File: src/rtl/ebi_pkg.sv
package ebi_pkg;
  typedef enum logic [2:0] {
    BS_IDLE = 3'd0,
    BS_T1   = 3'd1,
    BS_T2   = 3'd2,
    BS_T3   = 3'd3,
    BS_TI   = 3'd4
  } bus_state_e;
endpackage

File: src/rtl/ebi_gap_ctrl.sv
// Holds the idle-insertion setting and remembers the previous access,
// then decides whether the next accepted access must be preceded by TI.
module ebi_gap_ctrl #(
  parameter int AREA_W = 2
) (
  input  logic              clk,
  input  logic              rst_n,
  input  logic              cfg_we,
  input  logic              cfg_val,
  input  logic              accept,
  input  logic [AREA_W-1:0] req_area,
  input  logic              req_write,
  input  logic              bus_quiet,
  output logic              insert_idle
);
  logic              idle_en_q;
  logic              prev_live_q;
  logic              prev_read_q;
  logic [AREA_W-1:0] prev_area_q;

  // setting register, resets to "insert"
  always_ff @(posedge clk or negedge rst_n) begin
    if (!rst_n)      idle_en_q <= 1'b1;
    else if (cfg_we) idle_en_q <= cfg_val;
  end

  // previous-access memory; a clock spent idle forgets it
  always_ff @(posedge clk or negedge rst_n) begin
    if (!rst_n) begin
      prev_live_q <= 1'b0;
      prev_read_q <= 1'b0;
      prev_area_q <= '0;
    end else if (accept) begin
      prev_live_q <= 1'b1;
      prev_read_q <= ~req_write;
      prev_area_q <= req_area;
    end else if (bus_quiet) begin
      prev_live_q <= 1'b0;
    end
  end

  always_comb begin
    insert_idle = idle_en_q && prev_live_q && prev_read_q && !bus_quiet
                  && (req_area != prev_area_q);
  end

  // setting comes out of reset enabled
  p_reset_enable_r1: assert property (@(posedge clk) (!rst_n) |=> idle_en_q);

  // setting only moves on a write strobe
  p_cfg_hold_r11: assert property (@(posedge clk) disable iff (!rst_n)
    !$past(cfg_we) |-> $stable(idle_en_q));
endmodule

File: src/rtl/ebi_cycle_seq.sv
// Bus state sequencer: accepts requests, walks T1/T2/T3/TI.
module ebi_cycle_seq
  import ebi_pkg::*;
#(
  parameter int N_AREAS = 4,
  parameter int AREA_W  = 2,
  parameter int ADDR_W  = 16,
  parameter int DATA_W  = 16
) (
  input  logic               clk,
  input  logic               rst_n,
  input  logic               req_valid,
  input  logic [ADDR_W-1:0]  req_addr,
  input  logic [AREA_W-1:0]  req_area,
  input  logic               req_write,
  input  logic [DATA_W-1:0]  req_wdata,
  input  logic [N_AREAS-1:0] area_three,
  input  logic               insert_idle,
  output bus_state_e         state,
  output logic [AREA_W-1:0]  cur_area,
  output logic [ADDR_W-1:0]  cur_addr,
  output logic [DATA_W-1:0]  cur_wdata,
  output logic               cur_write,
  output logic               last,
  output logic               ready,
  output logic               accept
);
  bus_state_e state_q, state_d;
  logic       three_q;

  always_comb begin
    last   = (state_q == BS_T3) || (state_q == BS_T2 && !three_q);
    ready  = (state_q == BS_IDLE) || last;
    accept = req_valid && ready;
  end

  always_comb begin
    state_d = state_q;
    unique case (state_q)
      BS_IDLE: if (accept) state_d = insert_idle ? BS_TI : BS_T1;
      BS_T1:   state_d = BS_T2;
      BS_T2:   if (three_q) state_d = BS_T3;
               else state_d = accept ? (insert_idle ? BS_TI : BS_T1) : BS_IDLE;
      BS_T3:   state_d = accept ? (insert_idle ? BS_TI : BS_T1) : BS_IDLE;
      BS_TI:   state_d = BS_T1;
      default: state_d = BS_IDLE;
    endcase
  end

  always_ff @(posedge clk or negedge rst_n) begin
    if (!rst_n) state_q <= BS_IDLE;
    else        state_q <= state_d;
  end

  // access context captured at the accepting edge only
  always_ff @(posedge clk or negedge rst_n) begin
    if (!rst_n) begin
      cur_area  <= '0;
      cur_addr  <= '0;
      cur_wdata <= '0;
      cur_write <= 1'b0;
      three_q   <= 1'b0;
    end else if (accept) begin
      cur_area  <= req_area;
      cur_addr  <= req_addr;
      cur_wdata <= req_wdata;
      cur_write <= req_write;
      three_q   <= area_three[req_area];
    end
  end

  assign state = state_q;

  // T1 always moves to T2
  p_t1_to_t2_r2: assert property (@(posedge clk) disable iff (!rst_n)
    state_q == BS_T1 |=> state_q == BS_T2);

  // an idle state lasts one clock and is followed by T1
  p_ti_single_r5: assert property (@(posedge clk) disable iff (!rst_n)
    state_q == BS_TI |=> state_q == BS_T1);

  // TI only appears right after an accept
  p_ti_after_accept_r5: assert property (@(posedge clk) disable iff (!rst_n)
    state_q == BS_TI |-> $past(accept));

  // an accept on a quiet bus goes straight to T1
  p_quiet_start_r8: assert property (@(posedge clk) disable iff (!rst_n)
    (state_q == BS_IDLE && accept) |=> state_q == BS_T1);

  // the cycle context stays put while a cycle runs
  p_ctx_stable_r11: assert property (@(posedge clk) disable iff (!rst_n)
    (state_q != BS_IDLE && !ready) |=> ($stable(cur_area) && $stable(three_q)));
endmodule

File: src/rtl/ebi_pin_drive.sv
// Decodes the bus state into pins and captures read data.
module ebi_pin_drive
  import ebi_pkg::*;
#(
  parameter int N_AREAS = 4,
  parameter int AREA_W  = 2,
  parameter int ADDR_W  = 16,
  parameter int DATA_W  = 16
) (
  input  logic               clk,
  input  logic               rst_n,
  input  bus_state_e         state,
  input  logic [AREA_W-1:0]  cur_area,
  input  logic [ADDR_W-1:0]  cur_addr,
  input  logic [DATA_W-1:0]  cur_wdata,
  input  logic               cur_write,
  input  logic               last,
  input  logic [DATA_W-1:0]  bus_din,
  output logic [ADDR_W-1:0]  bus_addr,
  output logic [DATA_W-1:0]  bus_dout,
  output logic [N_AREAS-1:0] bus_cs_n,
  output logic               bus_rd_n,
  output logic               bus_wr_n,
  output logic               done,
  output logic               rsp_valid,
  output logic [DATA_W-1:0]  rsp_data
);
  logic sel_phase;
  logic strobe_phase;

  always_comb begin
    sel_phase    = (state == BS_T1) || (state == BS_T2) || (state == BS_T3);
    strobe_phase = (state == BS_T2) || (state == BS_T3);
    bus_rd_n     = !(strobe_phase && !cur_write);
    bus_wr_n     = !(strobe_phase && cur_write);
    bus_addr     = cur_addr;
    bus_dout     = cur_wdata;
    done         = last;
  end

  for (genvar g = 0; g < N_AREAS; g++) begin : g_cs
    assign bus_cs_n[g] = !(sel_phase && (cur_area == AREA_W'(g)));
  end

  always_ff @(posedge clk or negedge rst_n) begin
    if (!rst_n) begin
      rsp_valid <= 1'b0;
      rsp_data  <= '0;
    end else begin
      rsp_valid <= last && !cur_write;
      if (last && !cur_write) rsp_data <= bus_din;
    end
  end

  // never more than one area selected
  p_cs_onehot_r12: assert property (@(posedge clk) disable iff (!rst_n)
    $onehot0(~bus_cs_n));

  // a strobe only under a chip-select
  p_strobe_under_cs_r12: assert property (@(posedge clk) disable iff (!rst_n)
    (!bus_rd_n || !bus_wr_n) |-> (bus_cs_n != {N_AREAS{1'b1}}));

  // done lasts one clock
  p_done_single_r2: assert property (@(posedge clk) disable iff (!rst_n)
    done |=> !done);

  // response follows a read's last state
  p_rsp_follow_r10: assert property (@(posedge clk) disable iff (!rst_n)
    rsp_valid |-> $past(done && !bus_rd_n));
endmodule

File: src/rtl/ebi_idle_seq.sv
module ebi_idle_seq
  import ebi_pkg::*;
#(
  parameter int N_AREAS = 4,
  parameter int ADDR_W  = 16,
  parameter int DATA_W  = 16,
  localparam int AREA_W = (N_AREAS > 1) ? $clog2(N_AREAS) : 1
) (
  input  logic               clk,
  input  logic               rst_n,
  input  logic               req_valid,
  output logic               req_ready,
  input  logic [ADDR_W-1:0]  req_addr,
  input  logic [AREA_W-1:0]  req_area,
  input  logic               req_write,
  input  logic [DATA_W-1:0]  req_wdata,
  input  logic [N_AREAS-1:0] cfg_area_three,
  input  logic               cfg_idle_we,
  input  logic               cfg_idle_val,
  output logic [ADDR_W-1:0]  bus_addr,
  output logic [DATA_W-1:0]  bus_dout,
  input  logic [DATA_W-1:0]  bus_din,
  output logic [N_AREAS-1:0] bus_cs_n,
  output logic               bus_rd_n,
  output logic               bus_wr_n,
  output logic               done,
  output logic               busy,
  output logic               rsp_valid,
  output logic [DATA_W-1:0]  rsp_data
);
  bus_state_e        state;
  logic [AREA_W-1:0] cur_area;
  logic [ADDR_W-1:0] cur_addr;
  logic [DATA_W-1:0] cur_wdata;
  logic              cur_write;
  logic              last;
  logic              ready;
  logic              accept;
  logic              insert_idle;

  ebi_gap_ctrl #(.AREA_W(AREA_W)) u_gap (
    .clk        (clk),
    .rst_n      (rst_n),
    .cfg_we     (cfg_idle_we),
    .cfg_val    (cfg_idle_val),
    .accept     (accept),
    .req_area   (req_area),
    .req_write  (req_write),
    .bus_quiet  (state == BS_IDLE),
    .insert_idle(insert_idle)
  );

  ebi_cycle_seq #(
    .N_AREAS(N_AREAS), .AREA_W(AREA_W), .ADDR_W(ADDR_W), .DATA_W(DATA_W)
  ) u_seq (
    .clk        (clk),
    .rst_n      (rst_n),
    .req_valid  (req_valid),
    .req_addr   (req_addr),
    .req_area   (req_area),
    .req_write  (req_write),
    .req_wdata  (req_wdata),
    .area_three (cfg_area_three),
    .insert_idle(insert_idle),
    .state      (state),
    .cur_area   (cur_area),
    .cur_addr   (cur_addr),
    .cur_wdata  (cur_wdata),
    .cur_write  (cur_write),
    .last       (last),
    .ready      (ready),
    .accept     (accept)
  );

  ebi_pin_drive #(
    .N_AREAS(N_AREAS), .AREA_W(AREA_W), .ADDR_W(ADDR_W), .DATA_W(DATA_W)
  ) u_pins (
    .clk      (clk),
    .rst_n    (rst_n),
    .state    (state),
    .cur_area (cur_area),
    .cur_addr (cur_addr),
    .cur_wdata(cur_wdata),
    .cur_write(cur_write),
    .last     (last),
    .bus_din  (bus_din),
    .bus_addr (bus_addr),
    .bus_dout (bus_dout),
    .bus_cs_n (bus_cs_n),
    .bus_rd_n (bus_rd_n),
    .bus_wr_n (bus_wr_n),
    .done     (done),
    .rsp_valid(rsp_valid),
    .rsp_data (rsp_data)
  );

  assign req_ready = ready;
  assign busy      = !ready;

  // busy is exactly the complement of ready, and done implies ready
  p_done_ready_r9: assert property (@(posedge clk) disable iff (!rst_n)
    done |-> (req_ready && !busy));
endmodule

File: config.mk
export PLATFORM = sky130hd
export DESIGN_NAME = ebi_idle_seq
export DESIGN_NICKNAME = d
export VERILOG_FILES = /design/src/rtl/ebi_pkg.sv /design/src/rtl/ebi_gap_ctrl.sv /design/src/rtl/ebi_cycle_seq.sv /design/src/rtl/ebi_pin_drive.sv /design/src/rtl/ebi_idle_seq.sv
export SDC_FILE = /design/constraint.sdc
export NUM_CORES = 1
export LEC_CHECK = 0
export BUFFER_PORTS_ARGS = -buffer_cell sky130_fd_sc_hd__buf_2
export CORE_ASPECT_RATIO = 1.5
export CORE_MARGIN = 4
export CORE_UTILIZATION = 45
export DETAILED_ROUTE_END_ITERATION = 12
export PLACE_DENSITY_LB_ADDON = 0.1
export SKIP_LAST_GASP = 1
export SLEW_MARGIN = 40
export SYNTH_ARGS = -nofsm -noshare
export SYNTH_HDL_FRONTEND = slang
export SYNTH_SLANG_ARGS = --single-unit
File: constraint.sdc
create_clock -name clk -period 3 [get_ports clk]
set_input_delay 0.15 -clock clk [delete_from_list [all_inputs] [get_ports clk]]
set_output_delay 0.15 -clock clk [all_outputs]
set_load 0.02 [all_outputs]
==> impl_metrics.csv, run 1 <==
group,metric,value,unit
routing,drt_iter0_drc,63,
layout,final_cell_mix,"buf_2 (116), dfrtp_1 (58), mux2_4 (29)",
layout,regArea,1480,µm²
cts,cts.path.max_buffers,2,
critical_path,slowest_delay,0.54,ns
sta,fin_ws,1.07,ns
pwr,ir_drop,0.524,mV
routing,drc,0,
critical_path,arrival,2.13,ns
synth,synth_fa_ha_area_frac,0,
job,maxCapViolations,0,
critical_path,cp_num_buf_inv,1,
pwr,powerDensity,1200,nW/µm²
sta,hold_violations,0,
layout,fill_cells,461,
floorplanning,rows,33,
grt,grt_pass1_vias,1855,
synth,netlist_area,2550,µm²
cts,clkSinkCount,59,
sta,timing.fmax,519,MHz
synth,synth_xor_xnor_area_share,0.00688,
placed_design,post-place-ws,1.08,ns
routing,highest_layer,"met4",
layout,diodes,0,
grt,antenna_found_initial,0,
floorplanning,die_h,100,µm
placed_design,hpwlAfterDp,3850,µm
outcome,status,"finished, final reports clean",
sta,tns,0,ns
floorplanning,die_area,6950,µm²
grt,grt_max_degree,50,
critical_path,reg2reg_setup_slack,1.07,ns
synth,synth_area_per_cell,16.1,µm²
pwr,leakagePower,0.00171,µW
grt,overflow,0,
synth,yosys_warnings,0,
synth,yosysSeqAreaShare,0.580,
placed_design,io_buffers,117,
synth,synth_fp_nets,218,
cts,root_buffer,"clkbuf_8",
grt,grt_usage,0.162,
synth,ys_ff_latch,59,
routing,wl_met3,535,µm
cts,path_clk_slew,0.06,ns
critical_path,path_cells,"nand2_1, o211ai_4, buf_4, mux2_2",
critical_path,start_kind,"flop",
placed_design,dp_cells,340,
layout,layout.nets,343,
routing,final_antenna_net_count,0,
cts,hold_buffers,2,
pwr,power,4040,µW
layout,area_delta_synth_final,31.6,%
critical_path,cp_max_fo,38,
critical_path,slowest_stage,"dfrtp_1",
sta,tightestPinTransition,0.597,ns
synth,synth_top_family_by_area,"multiplexers",
grt,grt_pass1_wl,8760,µm
floorplanning,initial_utilization,0.464,
floorplanning,ios,118,
synth,synthDistinctLibCells,33,
critical_path,cp-end-kind,"flop",
routing,wl_met2,2570,µm
sta,relSlewSlack,0.602,
routing,m1WireLength,2040,µm
synth,yosys.area_share.simple,0.0604,
cts,cts_tree,"yes",
cts,post-cts-setup-buffers,0,
synth,synth_compound_area_frac,0.0250,
synth,synth_mux_area_frac,0.290,
floorplanning,fp.dieW,69.4,µm
cts,cts_resized,0,
layout,final_common_cell,"buf_2",
cts,ctsHtreeMaxLevel,3,
routing,vias,1693,
sta,period_needed,1.93,ns
routing,detail_route.first_pass.iterations,4,
cts,clk_latency,0.32,ns
cts,cts_made_buffers,9,
layout,fin_cells,356,
routing,wl_per_cell,14.7,µm
synth,synthCells,158,
critical_path,criticalPathCategory,"reg -> reg",
worst_hold_path,min_path_type,"in -> reg",
layout,drive_gt1_frac,0.685,
critical_path,critPathRequiredTime,3.21,ns
sta,finalSetupViolations,0,
placed_design,routabilityCongestion,0.742,
routing,wirelength,5230,µm
floorplanning,coreArea,5490,µm²
layout,final_core_util,0.610,
routing,vias_per_cell,4.76,
critical_path,cp_top_family,"flip-flops",
sta,skew,0.00499,ns
layout,multi_input_area,982,µm²
sta,min_period_over_period,0.642,
sta,slew_viol_final,0,
sta,rsz0062_at_grt,"no",
worst reg2reg max path: stages (launching register included):
cell and delay, ns:
dfrtp_1 0.54, nand2_1 0.17, o211ai_4 0.17, buf_4 0.51, mux2_2 0.43
sequential cells by signal (all words and copies together), names as in the netlist:
signal / count
u_pins.rsp_data: 16
u_seq.cur_addr: 16
u_seq.cur_wdata: 16
u_seq.state: 3
u_seq.cur_area: 2
u_gap.idle_en_q: 1
u_gap.prev_live_q: 1
u_gap.prev_read_q: 1
u_pins.rsp_valid: 1
u_seq.cur_write: 1
u_seq.three_q: 1
synthesized netlist by cell type, drive strengths merged:
cell type  count  area share
buf            8       0.035
nand3b         2      0.0059
nand3          1      0.0020
o211ai         1      0.0049
mux2i          1      0.0039
a2111o         1      0.0044
nor2           4      0.0059
nor4           1      0.0025
o31ai          1      0.0029
nor3           1      0.0064
inv            2      0.0029
o21bai         1      0.0029
nand2          5      0.0074
o21ai          2      0.0039
dfrtp         58        0.57
dfstp          1       0.010
xnor2          2      0.0069
a211oi         1      0.0029
or3            1      0.0025
or2            2      0.0049
nand2b         3       0.011
and2b          2      0.0059
mux4           1      0.0088
mux2          53        0.28
o21a           1      0.0029
nor2b          2      0.0059
per-layer routing:
layer | GRT usage | vias to the layer above
met2 | 0.261 | 82
li1 | - | 798
met3 | 0.0711 | 8
met5 | 0 | -
met4 | 0.0767 | 0
met1 | 0.184 | 805
per-stage QoR:
step                      instance area [µm²]  hold slack, ns
after floorplan                          2550          -0.146
after global placement                   3160           0.344
final                                    3350          0.0543
after CTS                                3350          0.0389
after detailed placement                 3170           0.207
after global routing                     3350          0.0368
power breakdown:
group / internal (µW) / switching [µW] / total [µW]
Combinational: 936 / 1030 / 1960
Sequential: 1200 / 260 / 1460
Clock: 331 / 286 / 617
Total: 2460 / 1570 / 4040
path summary, 6_finish.rpt:
check	start	depth (start not counted)	end
max in group asynchronous	rst_n	3	u_seq.cur_area[1]
worst max register to register	u_seq.state[1]	4	u_seq.cur_wdata[11]
worst min register to register	u_seq.cur_addr[15]	1	u_seq.cur_addr[15]
worst min-delay path	req_addr[7]	2	u_seq.cur_addr[7]
worst max-delay path	u_seq.state[1]	4	u_seq.cur_wdata[11]
min in group asynchronous	rst_n	2	u_pins.rsp_data[15]
logic make-up (layout without fill, tap and decap cells):
family | after synthesis | in the layout
AND/OR/NAND/NOR | 24 | 24
flip-flops | 59 | 59
AO/OA/AOI/OAI | 8 | 8
buffers and inverters | 10 | 138
multiplexers | 55 | 55
XOR/XNOR | 2 | 2
cell type report:
cell class	count	share of cell area
multi-input combinational	89	0.293
sequential	59	0.441
timing repair buffer	122	0.188
tap	70	0.0261
clock buffer	11	0.0452
clock inverter	3	0.00448
inverter	2	0.00224
No activity file was read; power rests on OpenSTA's default activity.
==> run 2, diff against run 1 <==
==> constraint.sdc (replaced) <==
create_clock -name clk -period 1.9 [get_ports clk]
set_input_delay 0.095 -clock clk [delete_from_list [all_inputs] [get_ports clk]]
set_output_delay 0.095 -clock clk [all_outputs]
set_load 0.02 [all_outputs]
==> impl_metrics.csv, run 2 (same netlist as run 1, synthesis figures left out) <==
group,metric,value,unit
layout,reg_top3,"u_pins.rsp_data: 16 flops, u_seq.cur_addr: 16 flops, u_seq.cur_wdata: 16 flops",
floorplanning,ios,118,
sta,hold_violations,0,
grt,grt_usage,0.182,
cts,path_clk_slew,0.06,ns
critical_path,cp-end-kind,"output port",
layout,diodes,0,
sta,finalSetupViolations,0,
critical_path,r2r_cells,4,
grt,overflow,0,
outcome,status,"finished, final reports clean",
cts,ctsHtreeMaxLevel,3,
cts,hold_buffers,48,
cts,cts_made_buffers,9,
critical_path,regToRegEndpoint,"u_seq.cur_wdata[12]",
layout,layout.nets,391,
sta,timing.fmax,590,MHz
critical_path,critPathRequiredTime,1.80,ns
pwr,power,6770,µW
critical_path,cp_max_fo,9,
sta,relSlewSlack,0.745,
cts,clkSinkCount,59,
floorplanning,initial_utilization,0.464,
worst_hold_path,min_path_type,"in -> reg",
floorplanning,coreArea,5490,µm²
grt,top_usage_layer,"met2",
placed_design,io_buffers,117,
sta,tns,0,ns
cts,clk_latency,0.33,ns
critical_path,start_kind,"flop",
critical_path,criticalPathCategory,"reg -> out",
worst_hold_path,hold_end,"u_pins.rsp_data[15]",
sta,min_period_over_period,0.893,
critical_path,r2r_start,"u_seq.state[2]",
pwr,powerDensity,1740,nW/µm²
placed_design,routabilityCongestion,0.731,
grt,grt_pass1_vias,2080,
critical_path,path_cells,"o21bai_1, or3_1, buf_2",
layout,final_cell_mix,"buf_2 (117), dfrtp_1 (58), dlygate4sd3_1 (48)",
placed_design,hpwlAfterDp,3780,µm
sta,skew,0.00587,ns
cts,cts.path.max_buffers,2,
sta,tightestPinTransition,0.382,ns
grt,grt_pass1_wl,10000,µm
cts,root_buffer,"clkbuf_8",
worst_hold_path,min_delay_path_depth,2,
layout,drive_gt1_frac,0.592,
floorplanning,fp.dieW,69.4,µm
cts,cts_tree,"yes",
floorplanning,rows,33,
routing,drt_iter0_drc,110,
floorplanning,die_area,6950,µm²
routing,wirelength,5910,µm
sta,rsz0062_at_grt,"no",
grt,grt_max_degree,60,
grt,antenna_found_initial,0,
critical_path,reg2reg_setup_slack,0.26,ns
layout,final_common_cell,"buf_2",
grt,use_met1,0.218,
worst_hold_path,hold_start,"bus_din[15]",
critical_path,startpoint,"u_seq.state[0]",
routing,vias,1885,
cts,cts_resized,0,
routing,wl_per_cell,14.6,µm
routing,final_antenna_net_count,0,
grt,grt_use_met3,0.0661,
cts,post-cts-setup-buffers,0,
sta,period_needed,1.70,ns
critical_path,slowest_stage,"dfrtp_1",
grt,grt_use_met2,0.296,
sta,slew_viol_final,0,
routing,detail_route.first_pass.iterations,4,
routing,vias_per_cell,4.64,
floorplanning,die_h,100,µm
critical_path,arrival,1.60,ns
routing,drc,0,
layout,area_delta_synth_final,52.8,%
job,maxCapViolations,0,
pwr,leakagePower,0.00194,µW
pwr,ir_drop,0.943,mV
critical_path,slowest_delay,0.57,ns
-- run 2: cell types whose count changed in the layout (fill, tap and decap cells not counted) --
cell / change
clkbuf_1: +1
buf_4: -1
bufinv_16: +2
buf_12: +2
clkbuf_8: -2
clkinv_2: +1
dlygate4sd3_1: +46
buf_2: +1
-- run 2: worst max-delay path: cells and delay by family (launching register included) --
kind	cells	cell delay, ns
AOI/OAI and AO/OA	1	0.21
buffers and inverters	1	0.16
and+or+nand+nor	1	0.33
DFF	1	0.57
-- run 2: how the worst max path moves through the flow --
stage                    endpoint  slack, ns  depth (start not counted)
6_report              bus_cs_n[0]       0.20                          3
5_1_grt                      busy       0.13                          4
4_1_cts               bus_cs_n[0]       0.21                          3
3_5_place_dp    u_seq.cur_addr[0]       0.29                          4
3_3_place_gp    u_seq.cur_addr[2]       0.32                          4
2_1_floorplan  u_pins.rsp_data[0]       0.37                          5
-- run 2: area by class of cell --
| type | count | area, µm² |
|---|---|---|
| fill | 375 | 1600 |
| sequential | 59 | 1480 |
| timing repair buffer | 170 | 1130 |
| multi-input combinational | 89 | 982 |
| clock buffer | 10 | 128 |
| tap | 70 | 87.6 |
| clock inverter | 6 | 80.1 |
| inverter | 2 | 7.51 |
-- run 2: layer usage --
metal	routed length [µm]	part of all wire	vias to the layer above
met2	2970	0.50	81
met4	112	0.019	0
met3	480	0.081	10
li1	-	-	893
met5	0	0	-
met1	2360	0.40	901
-- run 2: report_power, final --
part | internal (µW) | total [µW] | switching (µW) | leakage [µW]
logic | 1590 | 3270 | 1680 | 0.00113
clock network | 730 | 1220 | 486 | 0.000110
registers | 1890 | 2280 | 395 | 0.000697
total | 4200 | 6770 | 2570 | 0.00194
-- run 2: metrics by stage --
stage / hold WS [ns] / instance area, µm² / utilization / cells / worst slack [ns]
2_1_floorplan: -0.201 / 2550 / - / 158 / 0.367
3_3_place_gp: 0.129 / 3200 / 0.583 / 342 / 0.321
3_5_place_dp: 0.124 / 3200 / 0.583 / 342 / 0.292
4_1_cts: 0.0000166 / 3890 / 0.709 / 406 / 0.214
5_1_grt: 0.00268 / 3890 / 0.709 / 406 / 0.128
6_report: 0.00629 / 3890 / 0.709 / 406 / 0.204
